--- config.mk ---
export PLATFORM = sky130hd
export DESIGN_NAME = col_burst_seq
export DESIGN_NICKNAME = d
export VERILOG_FILES = /design/src/rtl/col_burst_pkg.sv /design/src/rtl/cbg_len_decode.sv /design/src/rtl/cbg_seq_state.sv /design/src/rtl/cbg_addr_map.sv /design/src/rtl/col_burst_seq.sv
export SDC_FILE = /design/constraint.sdc
export NUM_CORES = 1
export LEC_CHECK = 0
export BUFFER_PORTS_ARGS = -buffer_cell sky130_fd_sc_hd__buf_2
export CORE_UTILIZATION = 31
export CTS_CLUSTER_DIAMETER = 200
export DETAILED_ROUTE_END_ITERATION = 7
export HOLD_SLACK_MARGIN = 0.1
export PLACE_DENSITY = 0.46
export RECOVER_POWER = 25
export REMOVE_ABC_BUFFERS = 1
export SYNTH_ARGS = -nofsm -noshare
export SYNTH_HDL_FRONTEND = slang
export SYNTH_SLANG_ARGS = --single-unit
--- constraint.sdc ---
create_clock -name clk -period 3.8 [get_ports clk]
set_clock_uncertainty 0.05 [all_clocks]
set_input_delay 0.19 -clock clk [delete_from_list [all_inputs] [get_ports clk]]
set_output_delay 0.19 -clock clk [all_outputs]
set_load 0.1 [all_outputs]
--- src/rtl/col_burst_pkg.sv ---
package col_burst_pkg;
  localparam int unsigned BLEN_CODE_W = 3;

  typedef enum logic [BLEN_CODE_W-1:0] {
    BL_ONE   = 3'd0,
    BL_TWO   = 3'd1,
    BL_FOUR  = 3'd2,
    BL_EIGHT = 3'd3,
    BL_PAGE  = 3'd4
  } blen_code_e;

  // Bit 2 of the code selects a whole-row walk; codes 5..7 alias page mode.
  function automatic logic code_is_page(logic [BLEN_CODE_W-1:0] code);
    return code[BLEN_CODE_W-1];
  endfunction
endpackage

--- src/rtl/cbg_len_decode.sv ---
module cbg_len_decode
  import col_burst_pkg::*;
#(
  parameter int unsigned COL_W = 8
) (
  input  logic [BLEN_CODE_W-1:0] code_i,
  input  logic                   ilv_req_i,
  output logic [COL_W-1:0]       mask_o,
  output logic                   page_o,
  output logic                   ilv_o
);
  logic [1:0] log2_len;

  always_comb begin
    page_o   = code_is_page(code_i);
    log2_len = code_i[1:0];
    for (int i = 0; i < int'(COL_W); i++) begin
      mask_o[i] = page_o | (i < int'(log2_len));
    end
    // interleaving is meaningless for a whole-row walk; length 1 has an empty mask
    ilv_o = ilv_req_i & ~page_o;
  end
endmodule

--- src/rtl/cbg_seq_state.sv ---
module cbg_seq_state #(
  parameter int unsigned COL_W = 8
) (
  input  logic             clk,
  input  logic             rst_n,
  input  logic             start_i,
  input  logic [COL_W-1:0] col_i,
  input  logic [COL_W-1:0] mask_i,
  input  logic             page_i,
  input  logic             ilv_i,
  input  logic             term_i,
  output logic             active_o,
  output logic             last_o,
  output logic [COL_W-1:0] base_o,
  output logic [COL_W-1:0] mask_o,
  output logic             ilv_o,
  output logic [COL_W-1:0] beat_o
);
  logic             active_q, active_d;
  logic [COL_W-1:0] beat_q, beat_d;
  logic [COL_W-1:0] base_q, mask_q;
  logic             page_q, ilv_q;
  logic             load, last, en_cfg, en_beat;

  assign last   = active_q & ~page_q & (beat_q == mask_q);
  assign load   = start_i & (~active_q | last | term_i);
  assign en_cfg = load;
  assign en_beat = load | active_q;

  always_comb begin
    active_d = active_q;
    beat_d   = beat_q;
    if (load) begin
      active_d = 1'b1;
      beat_d   = '0;
    end else if (active_q) begin
      if (term_i || last) begin
        active_d = 1'b0;
      end else begin
        beat_d = beat_q + 1'b1;
      end
    end
  end

  always_ff @(posedge clk or negedge rst_n) begin
    if (!rst_n) begin
      active_q <= 1'b0;
    end else begin
      active_q <= active_d;
    end
  end

  always_ff @(posedge clk or negedge rst_n) begin
    if (!rst_n) begin
      beat_q <= '0;
    end else if (en_beat) begin
      beat_q <= beat_d;
    end
  end

  always_ff @(posedge clk or negedge rst_n) begin
    if (!rst_n) begin
      base_q <= '0;
      mask_q <= '0;
      page_q <= 1'b0;
      ilv_q  <= 1'b0;
    end else if (en_cfg) begin
      base_q <= col_i;
      mask_q <= mask_i;
      page_q <= page_i;
      ilv_q  <= ilv_i;
    end
  end

  assign active_o = active_q;
  assign last_o   = last;
  assign base_o   = base_q;
  assign mask_o   = mask_q;
  assign ilv_o    = ilv_q;
  assign beat_o   = beat_q;

  assert_last_in_burst_R3: assert property (@(posedge clk) disable iff (!rst_n)
    last_o |-> active_o);

  assert_term_stops_R7: assert property (@(posedge clk) disable iff (!rst_n)
    (active_o && term_i && !start_i) |=> !active_o);

  assert_busy_start_ignored_R8: assert property (@(posedge clk) disable iff (!rst_n)
    (active_o && !last_o && !term_i && start_i) |=> $stable(base_o));

  assert_beat_step_R2: assert property (@(posedge clk) disable iff (!rst_n)
    (active_o && !last_o && !term_i) |=> (active_o && beat_o == $past(beat_o) + 1'b1));

  assert_page_no_last_R6: assert property (@(posedge clk) disable iff (!rst_n)
    (active_o && !last_o && !term_i && !start_i && mask_o == {COL_W{1'b1}} && beat_o == mask_o)
      |=> (active_o && beat_o == '0));
endmodule

--- src/rtl/cbg_addr_map.sv ---
module cbg_addr_map #(
  parameter int unsigned COL_W = 8
) (
  input  logic             clk,
  input  logic             rst_n,
  input  logic             valid_i,
  input  logic [COL_W-1:0] base_i,
  input  logic [COL_W-1:0] beat_i,
  input  logic [COL_W-1:0] mask_i,
  input  logic             ilv_i,
  output logic [COL_W-1:0] col_o
);
  logic [COL_W-1:0] sum;

  assign sum = base_i + beat_i;

  for (genvar i = 0; i < COL_W; i++) begin : g_bit
    assign col_o[i] = mask_i[i] ? (ilv_i ? (base_i[i] ^ beat_i[i]) : sum[i]) : base_i[i];
  end

  assert_upper_fixed_R4: assert property (@(posedge clk) disable iff (!rst_n)
    (valid_i && $past(valid_i) && beat_i != '0)
      |-> ((col_o & ~mask_i) == ($past(col_o) & ~mask_i)));

  assert_first_beat_R2: assert property (@(posedge clk) disable iff (!rst_n)
    (valid_i && beat_i == '0) |-> (col_o == base_i));
endmodule

--- src/rtl/col_burst_seq.sv ---
module col_burst_seq
  import col_burst_pkg::*;
#(
  parameter int unsigned COL_W = 8
) (
  input  logic                   clk,
  input  logic                   rst_n,
  input  logic                   start_i,
  input  logic [COL_W-1:0]       start_col_i,
  input  logic [BLEN_CODE_W-1:0] blen_i,
  input  logic                   ilv_i,
  input  logic                   term_i,
  output logic [COL_W-1:0]       col_o,
  output logic                   valid_o,
  output logic                   last_o
);
  logic [COL_W-1:0] dec_mask, st_base, st_mask, st_beat;
  logic             dec_page, dec_ilv, st_ilv, st_active, st_last;

  cbg_len_decode #(.COL_W(COL_W)) u_dec (
    .code_i   (blen_i),
    .ilv_req_i(ilv_i),
    .mask_o   (dec_mask),
    .page_o   (dec_page),
    .ilv_o    (dec_ilv)
  );

  cbg_seq_state #(.COL_W(COL_W)) u_state (
    .clk     (clk),
    .rst_n   (rst_n),
    .start_i (start_i),
    .col_i   (start_col_i),
    .mask_i  (dec_mask),
    .page_i  (dec_page),
    .ilv_i   (dec_ilv),
    .term_i  (term_i),
    .active_o(st_active),
    .last_o  (st_last),
    .base_o  (st_base),
    .mask_o  (st_mask),
    .ilv_o   (st_ilv),
    .beat_o  (st_beat)
  );

  cbg_addr_map #(.COL_W(COL_W)) u_map (
    .clk    (clk),
    .rst_n  (rst_n),
    .valid_i(st_active),
    .base_i (st_base),
    .beat_i (st_beat),
    .mask_i (st_mask),
    .ilv_i  (st_ilv),
    .col_o  (col_o)
  );

  assign valid_o = st_active;
  assign last_o  = st_last;

  assert_idle_term_R9: assert property (@(posedge clk) disable iff (!rst_n)
    (!valid_o && !start_i) |=> !valid_o);
endmodule

Word level (Yosys, flattened, before mapping) --
Index checks and enable logic that the tools add are counted.
Word-level totals: bits in registers 23, bits in latches 0, memories 0, memory bits (read-only) 0, memory bits (writable) 0, word-level logic and storage cells 59
Cells by class: reduce and logical (&&, ||, !) cells 3, bitwise operators 21, $lt $le $gt $ge 3, $mul 0, multiplexer cells 22, shifts and indexed selects 0, equality and inequality tests 2, divide/modulo/power cells 0, add/subtract/negate cells 2
Operators with widths (count):
- 2-to-1 mux 8 bit | 3
- 2-to-1 mux 1 bit | 19
- adder 8 x 1 -> 8 bit (second input constant) | 1
- adder 8 bit | 1
- == test 8 bit | 1
- XOR 1 bit | 8
- bitwise OR 1 bit | 6
- bitwise AND 1 bit | 4
- less-than comparator 1 x 2 -> 1 bit (first input constant) | 2
- inverter 1 bit | 3
- AND reduction 3 bit | 1
- less-than comparator 2 bit (first input constant) | 1
- inequality test 2 x 1 -> 1 bit (second input constant) | 1
- nonzero test 2 bit | 1
- logical OR 1 bit | 1

Logic depth before layout (Yosys ltp) --
Gate-level depths: netlist of the first run.
depth in word-level cells 8, mapped depth 8, gate-level depth less buffers 8

By module --
From an unflattened synthesis of the first run, not the netlist that was laid out.
Unflattened totals: cell total of the unflattened synthesis 175, area, all modules 1834.3 µm²
Modules (own cells, without submodules):
- cbg_seq_state | seq. area each 675.6 µm², instances 1, area each 1307.5 µm², cells an instance 99
- cbg_addr_map | seq. area each 0.0 µm², instances 1, area each 451.7 µm², cells an instance 66
- cbg_len_decode | seq. area each 0.0 µm², instances 1, area each 75.1 µm², cells an instance 10

Worst setup path after synthesis of the first run --
No wires, ideal clock.
path type register to output, start reg u_state.active_q, in the netlist u_state.active_o, end out last_o, stages on the path, launching flop included 3, setup slack -0.550 ns, arrival time 4.110 ns, buffers on the path 0, cells stage by stage dfrtp_1 > nand4_1 > nor4_1
On the way: cells in the longest elaborated chain, start to end 2
Ends and longest elaborated chain:
- from (decl) | line cbg_seq_state.sv:19 | logic active_q, active_d;
- from (signal assigned) | line cbg_seq_state.sv:49 | active_q <= active_d;
- bitwise AND 1 bit (2 in a row) | line cbg_seq_state.sv:25 | assign last = active_q & ~page_q & (beat_q == mask_q);
- to (decl) | line col_burst_seq.sv:15 | output logic last_o
No other way between the ends.

Final worst setup path of the first run --
start reg u_state.beat_q[6], in the netlist u_state.beat_o[6], end out col_o[7]
On the way: cells in the longest elaborated chain, start to end 3
Ends and longest elaborated chain:
- from (decl) | line cbg_seq_state.sv:20 | logic [COL_W-1:0] beat_q, beat_d;
- from (signal assigned) | line cbg_seq_state.sv:57 | beat_q <= beat_d;
- adder 8 bit | line cbg_addr_map.sv:15 | assign sum = base_i + beat_i;
- 2-to-1 mux 1 bit (2 in a row) | line cbg_addr_map.sv:18 | assign col_o[i] = mask_i[i] ? (ilv_i ? (base_i[i] ^ beat_i[i]) : sum[i]) : base_i[i];
- to (decl) | line col_burst_seq.sv:13 | output logic [COL_W-1:0] col_o,
No other way between the ends.

==> results by group, run 1 <==
Floorplan
  – Ports: 26
  – Die ar.: 0.00502 sq mm
  – Core Box Area: 0.00444 sq mm
  – Die X: 70.8 um
  – Die Height: 70.8 um
  – Initial core utilization: 33.1%
  – Row count: 24

Routing
  – Pre-antenna DRT Iters: 6
  – DR WL/cell: 14.1 um
  – Final WL: 3300 um
  – Initial DRC Count: 61
  – Via density: 5.16
  – Antenna viol nets, final: 0
  – DRC violations left: 0
  – DR vias: 1,208

Global route
  – Grt total ovfl: 0
  – Initial antenna violation count: 0
  – Vias in the first global route: 1,260
  – Largest net degree at the start of global routing: 23
  – First-pass GRT wire length: 5790 um
  – All-Layer GR Usage: 14.6%

Clocking
  – CTS Buf Count: 3
  – Longest Clk Path Bufs: 2
  – CTS HTree Levels: 1
  – Clock tree from TritonCTS: done
  – Clk pin slew, worst setup/hold paths: 80 ps
  – Clock Latency Late Sink: 260 ps
  – Root Buffer: clkbuf_8
  – CTS Sinks: 22
  – Total setup buffers inserted after CTS: 0

Timing
  – Setup violations, final: 0
  – Post-route setup TNS: 0 ps
  – Hold_ws: 106 ps
  – Crit share post-route: 73.8%
  – Unrepaired setup endpoints after global routing: no
  – Fin crit period: 2800 ps
  – Final hold violation count: 0
  – Headroom to the max-slew limit: 16.0%
  – Fin. max-slew vios: 0
  – Fmax: 357 MHz
  – Worst-margin pin slew: 1260 ps

Synthesis
  – Mapped Area: 0.00147 sq mm
  – Synth cell types: 36
  – Sequential share of the synthesized area: 37.5%
  – Syn. warnings: 0
  – Synth Instances: 151
  – #FFs+latches synth: 22
  – Avg Inst Size Synth: 9.73 sq um

Power and ir drop
  – Pwr/cell area: 514 mW/mm^2
  – Leak Pwr: 0.778 nW
  – Clock group share of total power: 19.2%
  – Cell Int Power: 0.000466 W
  – Overall power: 0.000901 W
  – Comb pwr share: 47.6%
  – Sw frac: 48.3%
  – Sequential cell fraction of total power: 33.2%
  – Worst VDD drop: 0.151 mV
  – NetSw: 0.000435 W

Final layout
  – Multi-input combinational cell area: 868 sq um
  – Final Cell Area: 0.00175 sq mm
  – Register area: 551 sq um
  – Antenna cells: 0
  – NumNets Final: 208
  – Layout area overhead: 19.3%
  – # fillers: 454
  – Final Core Density: 39.4%
  – Share of layout cells above drive strength 1: 24.7%

Placed design
  – GP Congestion: 0.816
  – # port buffers: 25
  – Dpl hpwl: 2450 um
  – DP Area: 0.00164 sq mm

Critical path
  – Worst-path cell with the longest stage delay: dfrtp_1
  – Slowest cell delay on critical path: 450 ps
  – Worst setup EP type: primary output
  – CP Class: flip-flop to primary output
  – Crit-path max FO: 7
  – Critical-path cell list: ha_1, a2111oi_0, o21ai_0, nand2_1, mux2i_1, xor2_1, buf_2
  – Critical path arrival: 2560 ps
  – Worst endpoint required time: 3560 ps
  – Critical Path Source Type: flip-flop

Run status
  – Outcome: finished, final reports clean

Run
  – Max_cap viols: 0

Worst hold path
  – Worst hold path class: input pin to flip-flop
## layer usage
layer  GRT usage [%]  up-vias  part of all wire [%]
li1                -      607                     -
met1            18.9      576                    49
met2            25.0       21                    47
met3            2.14        4                   2.5
met4            5.11        0                   1.1
met5               0        -                     0
## Yosys cell counts
master,number,area [sq um]
and2_1,1,6.26
o21ai_0,10,50.1
nand2_2,1,6.26
buf_6,1,11.3
clkbuf_1,3,11.3
a21oi_1,10,50.1
a2111oi_0,2,17.5
ha_1,8,100
a211oi_1,1,7.51
o221ai_1,1,8.76
nor4_1,2,12.5
nand2_1,8,30.0
mux2_2,13,146
dfrtp_1,22,551
nor2b_1,4,25.0
o211ai_1,1,7.51
o41ai_4,1,27.5
mux2i_1,4,40.0
nand3_1,3,15.0
buf_2,1,5.00
nor3_1,5,25.0
or2_2,1,6.26
nand2b_1,2,12.5
nor2_1,11,41.3
and3_1,1,6.26
xnor2_1,5,43.8
or3_1,3,18.8
nor3b_1,3,22.5
fa_1,1,20.0
xor2_1,4,35.0
nand3b_1,4,30.0
inv_1,6,22.5
a31oi_1,3,18.8
nand4_1,1,6.26
a311oi_1,1,8.76
a21o_1,3,22.5
## cell type report
class / count / share of cell area [%]
sequential: 22 / 31.4
tap: 52 / 3.71
inverter: 6 / 1.28
multi-input combinational: 118 / 49.5
clock buffer: 4 / 3.14
timing repair buffer: 32 / 10.9
## power by group through the flow
stage	combinational, W	sequential, W	clock, W
4_1_cts	0.000431	0.000300	0.000179
5_1_grt	0.000457	0.000306	0.000188
6_report	0.000429	0.000300	0.000173
3_3_place_gp	0.000424	0.000303	0
2_1_floorplan	0.000352	0.000298	0
3_5_place_dp	0.000426	0.000305	0
## logic make-up after synthesis
group	Yosys count	share of synthesized area, %
AND/OR/NAND/NOR	50	18.0
XOR/XNOR	9	5.37
multiplexers	17	12.7
flip-flops	22	37.5
AO/OA/AOI/OAI	33	14.9
adder cells (fa/ha/maj)	9	8.18
buffers and inverters	11	3.41
## layout by cell type, fill, tap and decap left out, types with 3 or more instances in the layout
master	Yosys	layout
xor2_1	4	4
nor2_1	11	11
ha_1	8	8
a21o_1	3	3
nor3b_1	3	3
a21oi_1	10	10
a31oi_1	3	3
mux2i_1	4	4
nand3b_1	4	4
inv_1	6	6
dlygate4sd3_1	0	6
buf_2	1	24
nand3_1	3	3
or3_1	3	3
dfrtp_1	22	22
o21ai_0	10	10
nand2_1	8	8
clkbuf_8	0	4
nor2b_1	4	4
nor3_1	5	5
xnor2_1	5	5
mux2_2	13	13
## per-stage QoR
step,setup slack (ps),std cells
2_1_floorplan,-550,146
3_3_place_gp,1300,224
3_5_place_dp,1260,224
4_1_cts,954,233
5_1_grt,788,234
6_report,995,234
## worst max-delay path: cells and delay by family (launching register included)
kind / cells / cell delay [ps]
multiplexers: 1 / 210
flip-flops: 1 / 450
XOR/XNOR: 1 / 150
buffers and inverters: 1 / 440
adder cells (fa/ha/maj): 1 / 380
AO/OA/AOI/OAI: 2 / 560
AND/OR/NAND/NOR: 1 / 110
## timing repair
item,4_1_cts,5_1_grt
hold buffers,5,1
gates resized for setup,0,0
endpoints found under the hold margin,26,1
## final timing paths
kind	from	to	slack (ps)	cells past startpoint
worst min register to register	u_state.base_o[7]$_DFFE_PN0P_	u_state.base_o[7]$_DFFE_PN0P_	480	1
max in group asynchronous	rst_n	u_state.beat_o[3]$_DFFE_PN0P_	2290	2
worst min-delay path	start_col_i[6]	u_state.base_o[6]$_DFFE_PN0P_	110	2
min in group asynchronous	rst_n	u_state.mask_o[0]$_DFFE_PN0P_	660	2
worst max register to register	u_state.page_q$_DFFE_PN0P_	u_state.beat_o[1]$_DFFE_PN0P_	1790	5
worst max-delay path	u_state.beat_o[6]$_DFFE_PN0P_	col_o[7]	1000	7
## sequential cells by signal, summed over array words and instances, names as in the netlist
name / flops
u_state.base_o: 8
u_state.ilv_o: 1
u_state.page_q: 1
u_state.active_o: 1
u_state.beat_o: 8
u_state.mask_o: 3
No activity file was read; power rests on OpenSTA's default activity.
==> inputs of run 2 (changes only) <==
Clock period 3.8 ns to 2.9 ns, I/O delays scaled along.
==> results by group, run 2 (same netlist as run 1, synthesis figures left out) <==
Routing
  – Pre-antenna DRT Iters: 6 (unchanged)
  – Initial DRC Count: 62 (was 61)
  – Antenna viol nets, final: 0 (unchanged)
  – DRC violations left: 0 (unchanged)
  – DR WL/cell: 14.1 um (about the same)
  – Via density: 5.15 (was 5.16)
  – DR vias: 1,216 (was 1,208)
  – Final WL: 3320 um (was 3300 um)

Timing
  – Crit share post-route: 92.9%
  – Setup violations, final: 0 (unchanged)
  – Unrepaired setup endpoints after global routing: no (unchanged)
  – Fin. max-slew vios: 0 (unchanged)
  – Fmax: 371 MHz
  – Worst-margin pin slew: 1300 ps (was 1260 ps)
  – Headroom to the max-slew limit: 13.5% (was 16.0%)
  – Hold_ws: 128 ps (was 106 ps)
  – Final hold violation count: 0 (unchanged)
  – Fin crit period: 2690 ps
  – Post-route setup TNS: 0 ps (unchanged)

Floorplan
  – Row count: 24 (unchanged)
  – Core Box Area: 0.00444 sq mm (unchanged)
  – Die X: 70.8 um (unchanged)
  – Die Height: 70.8 um (unchanged)
  – Die ar.: 0.00502 sq mm (unchanged)
  – Ports: 26 (unchanged)
  – Initial core utilization: 33.1% (unchanged)

Critical path
  – Worst-path cell with the longest stage delay: dfrtp_1 (unchanged)
  – Slowest cell delay on critical path: 440 ps (was 450 ps)
  – Critical path arrival: 2500 ps (was 2560 ps)
  – Worst endpoint required time: 2710 ps (was 3560 ps)
  – CP dominant cell by count: o21ai_0
  – Critical-path cell list: ha_1, inv_1, fa_1, nor2b_1, o21ai_0, a21oi_1, o21ai_0, nand3b_1, buf_2 (was ha_1, a2111oi_0, o21ai_0, nand2_1, mux2i_1, xor2_1, buf_2)
  – Worst setup EP type: primary output (unchanged)
  – CP Class: flip-flop to primary output (unchanged)
  – Critical Path Source Type: flip-flop (unchanged)
  – Crit-path max FO: 5 (was 7)

Placed design
  – Dpl hpwl: 2450 um (about the same)
  – # port buffers: 25 (unchanged)
  – GP Congestion: 0.819 (was 0.816)

Run
  – Max_cap viols: 0 (unchanged)

Global route
  – All-Layer GR Usage: 14.6% (about the same)
  – First-pass GRT wire length: 5840 um (was 5790 um)
  – Initial antenna violation count: 0 (unchanged)
  – Grt total ovfl: 0 (unchanged)
  – Largest net degree at the start of global routing: 23 (unchanged)
  – Vias in the first global route: 1,243 (was 1,260)

Clocking
  – Clock tree from TritonCTS: done (unchanged)
  – Clock Latency Late Sink: 260 ps (about the same)
  – Clk pin slew, worst setup/hold paths: 80 ps (about the same)
  – CTS Sinks: 22 (unchanged)
  – CTS Buf Count: 3 (unchanged)
  – Longest Clk Path Bufs: 2 (unchanged)
  – CTS HTree Levels: 1 (unchanged)
  – Root Buffer: clkbuf_8 (unchanged)

Power and ir drop
  – Pwr/cell area: 649 mW/mm^2 (was 514 mW/mm^2)
  – Worst VDD drop: 0.187 mV (was 0.151 mV)
  – Leak Pwr: 0.784 nW (was 0.778 nW)

Final layout
  – Commonest non-fill, non-tap cell in the layout: buf_2 (unchanged)
  – Layout area overhead: 20.6% (was 19.3%)
  – # fillers: 443 (was 454)
  – Share of layout cells above drive strength 1: 23.9% (was 24.7%)
  – Most frequent cells in the layout: buf_2 (23), dfrtp_1 (22), mux2_2 (13) (was buf_2 (24), dfrtp_1 (22), mux2_2 (13))
  – Antenna cells: 0 (unchanged)
  – NumNets Final: 211 (was 208)

Worst hold path
  – Worst hold path class: input pin to flip-flop (unchanged)

Run status
  – Outcome: finished, final reports clean (unchanged)
[run 2: cell types whose count changed in the layout (fill, tap and decap cells not counted)]
cell and delta:
clkbuf_8 -1, clkbuf_4 +1, dlygate4sd3_1 +3, buf_2 -1
[run 2: power by group]
| part | internal (W) | total, W | switching (W) |
|---|---|---|---|
| Clock | 0.0000926 | 0.000190 | 0.0000970 |
| Combinational | 0.000152 | 0.000569 | 0.000416 |
| Sequential | 0.000342 | 0.000392 | 0.0000504 |
[run 2: path summary, 6_finish.rpt]
check	from	slack, ps	cells past startpoint	end
worst min register to register	u_state.base_o[7]$_DFFE_PN0P_	490	1	u_state.base_o[7]$_DFFE_PN0P_
worst max-delay path	u_state.beat_o[0]$_DFFE_PN0P_	210	9	col_o[6]
worst min-delay path	blen_i[2]	130	2	u_state.page_q$_DFFE_PN0P_
worst max register to register	u_state.page_q$_DFFE_PN0P_	880	5	u_state.beat_o[1]$_DFFE_PN0P_
min in group asynchronous	rst_n	640	2	u_state.beat_o[2]$_DFFE_PN0P_
max in group asynchronous	rst_n	1400	2	u_state.base_o[4]$_DFFE_PN0P_
[run 2: layout make-up]
class                           instances  area, sq um  area share [%]
Multi-Input combinational cell        118          868            49.0
Sequential cell                        22          551            31.1
Timing Repair Buffer                   35          224            12.6
Tap cell                               52         65.1            3.67
Clock buffer                            3         41.3            2.33
Inverter                                6         22.5            1.27
[run 2: per-layer routing]
layer,vias up,GRT usage (%),wire [um]
met5,-,0,0
met1,582,19.1,1640
met3,2,2.56,75
met2,18,25.1,1580
li1,614,-,-
met4,0,4.00,19
[run 2: metrics by stage]
stage / utilization (%) / setup WS [ps] / total power, W / area (sq um) / cells
3_3_place_gp: 36.9 / 445 / 0.000952 / 1640 / 224
5_1_grt: 39.9 / 42.3 / 0.00122 / 1770 / 236
3_5_place_dp: 36.9 / 441 / 0.000958 / 1640 / 224
2_1_floorplan: - / -1410 / 0.000851 / 1440 / 146
4_1_cts: 39.8 / 142 / 0.00116 / 1770 / 236
6_report: 39.9 / 206 / 0.00115 / 1770 / 236
[run 2: what timing repair did]
item,CTS,global route
buffers inserted,0,0
hold buffers,9,0
endpoints found under the setup margin,0,1
endpoints found under the hold margin,30,0
resized for setup,0,1
[run 2: worst max-delay path: cells and delay by family, from the launching register on]
kind / cells / cell delay, ps
simple gates: 2 / 200
flops: 1 / 440
buf+inv: 2 / 490
fa+ha+maj: 2 / 610
compound gates: 3 / 480
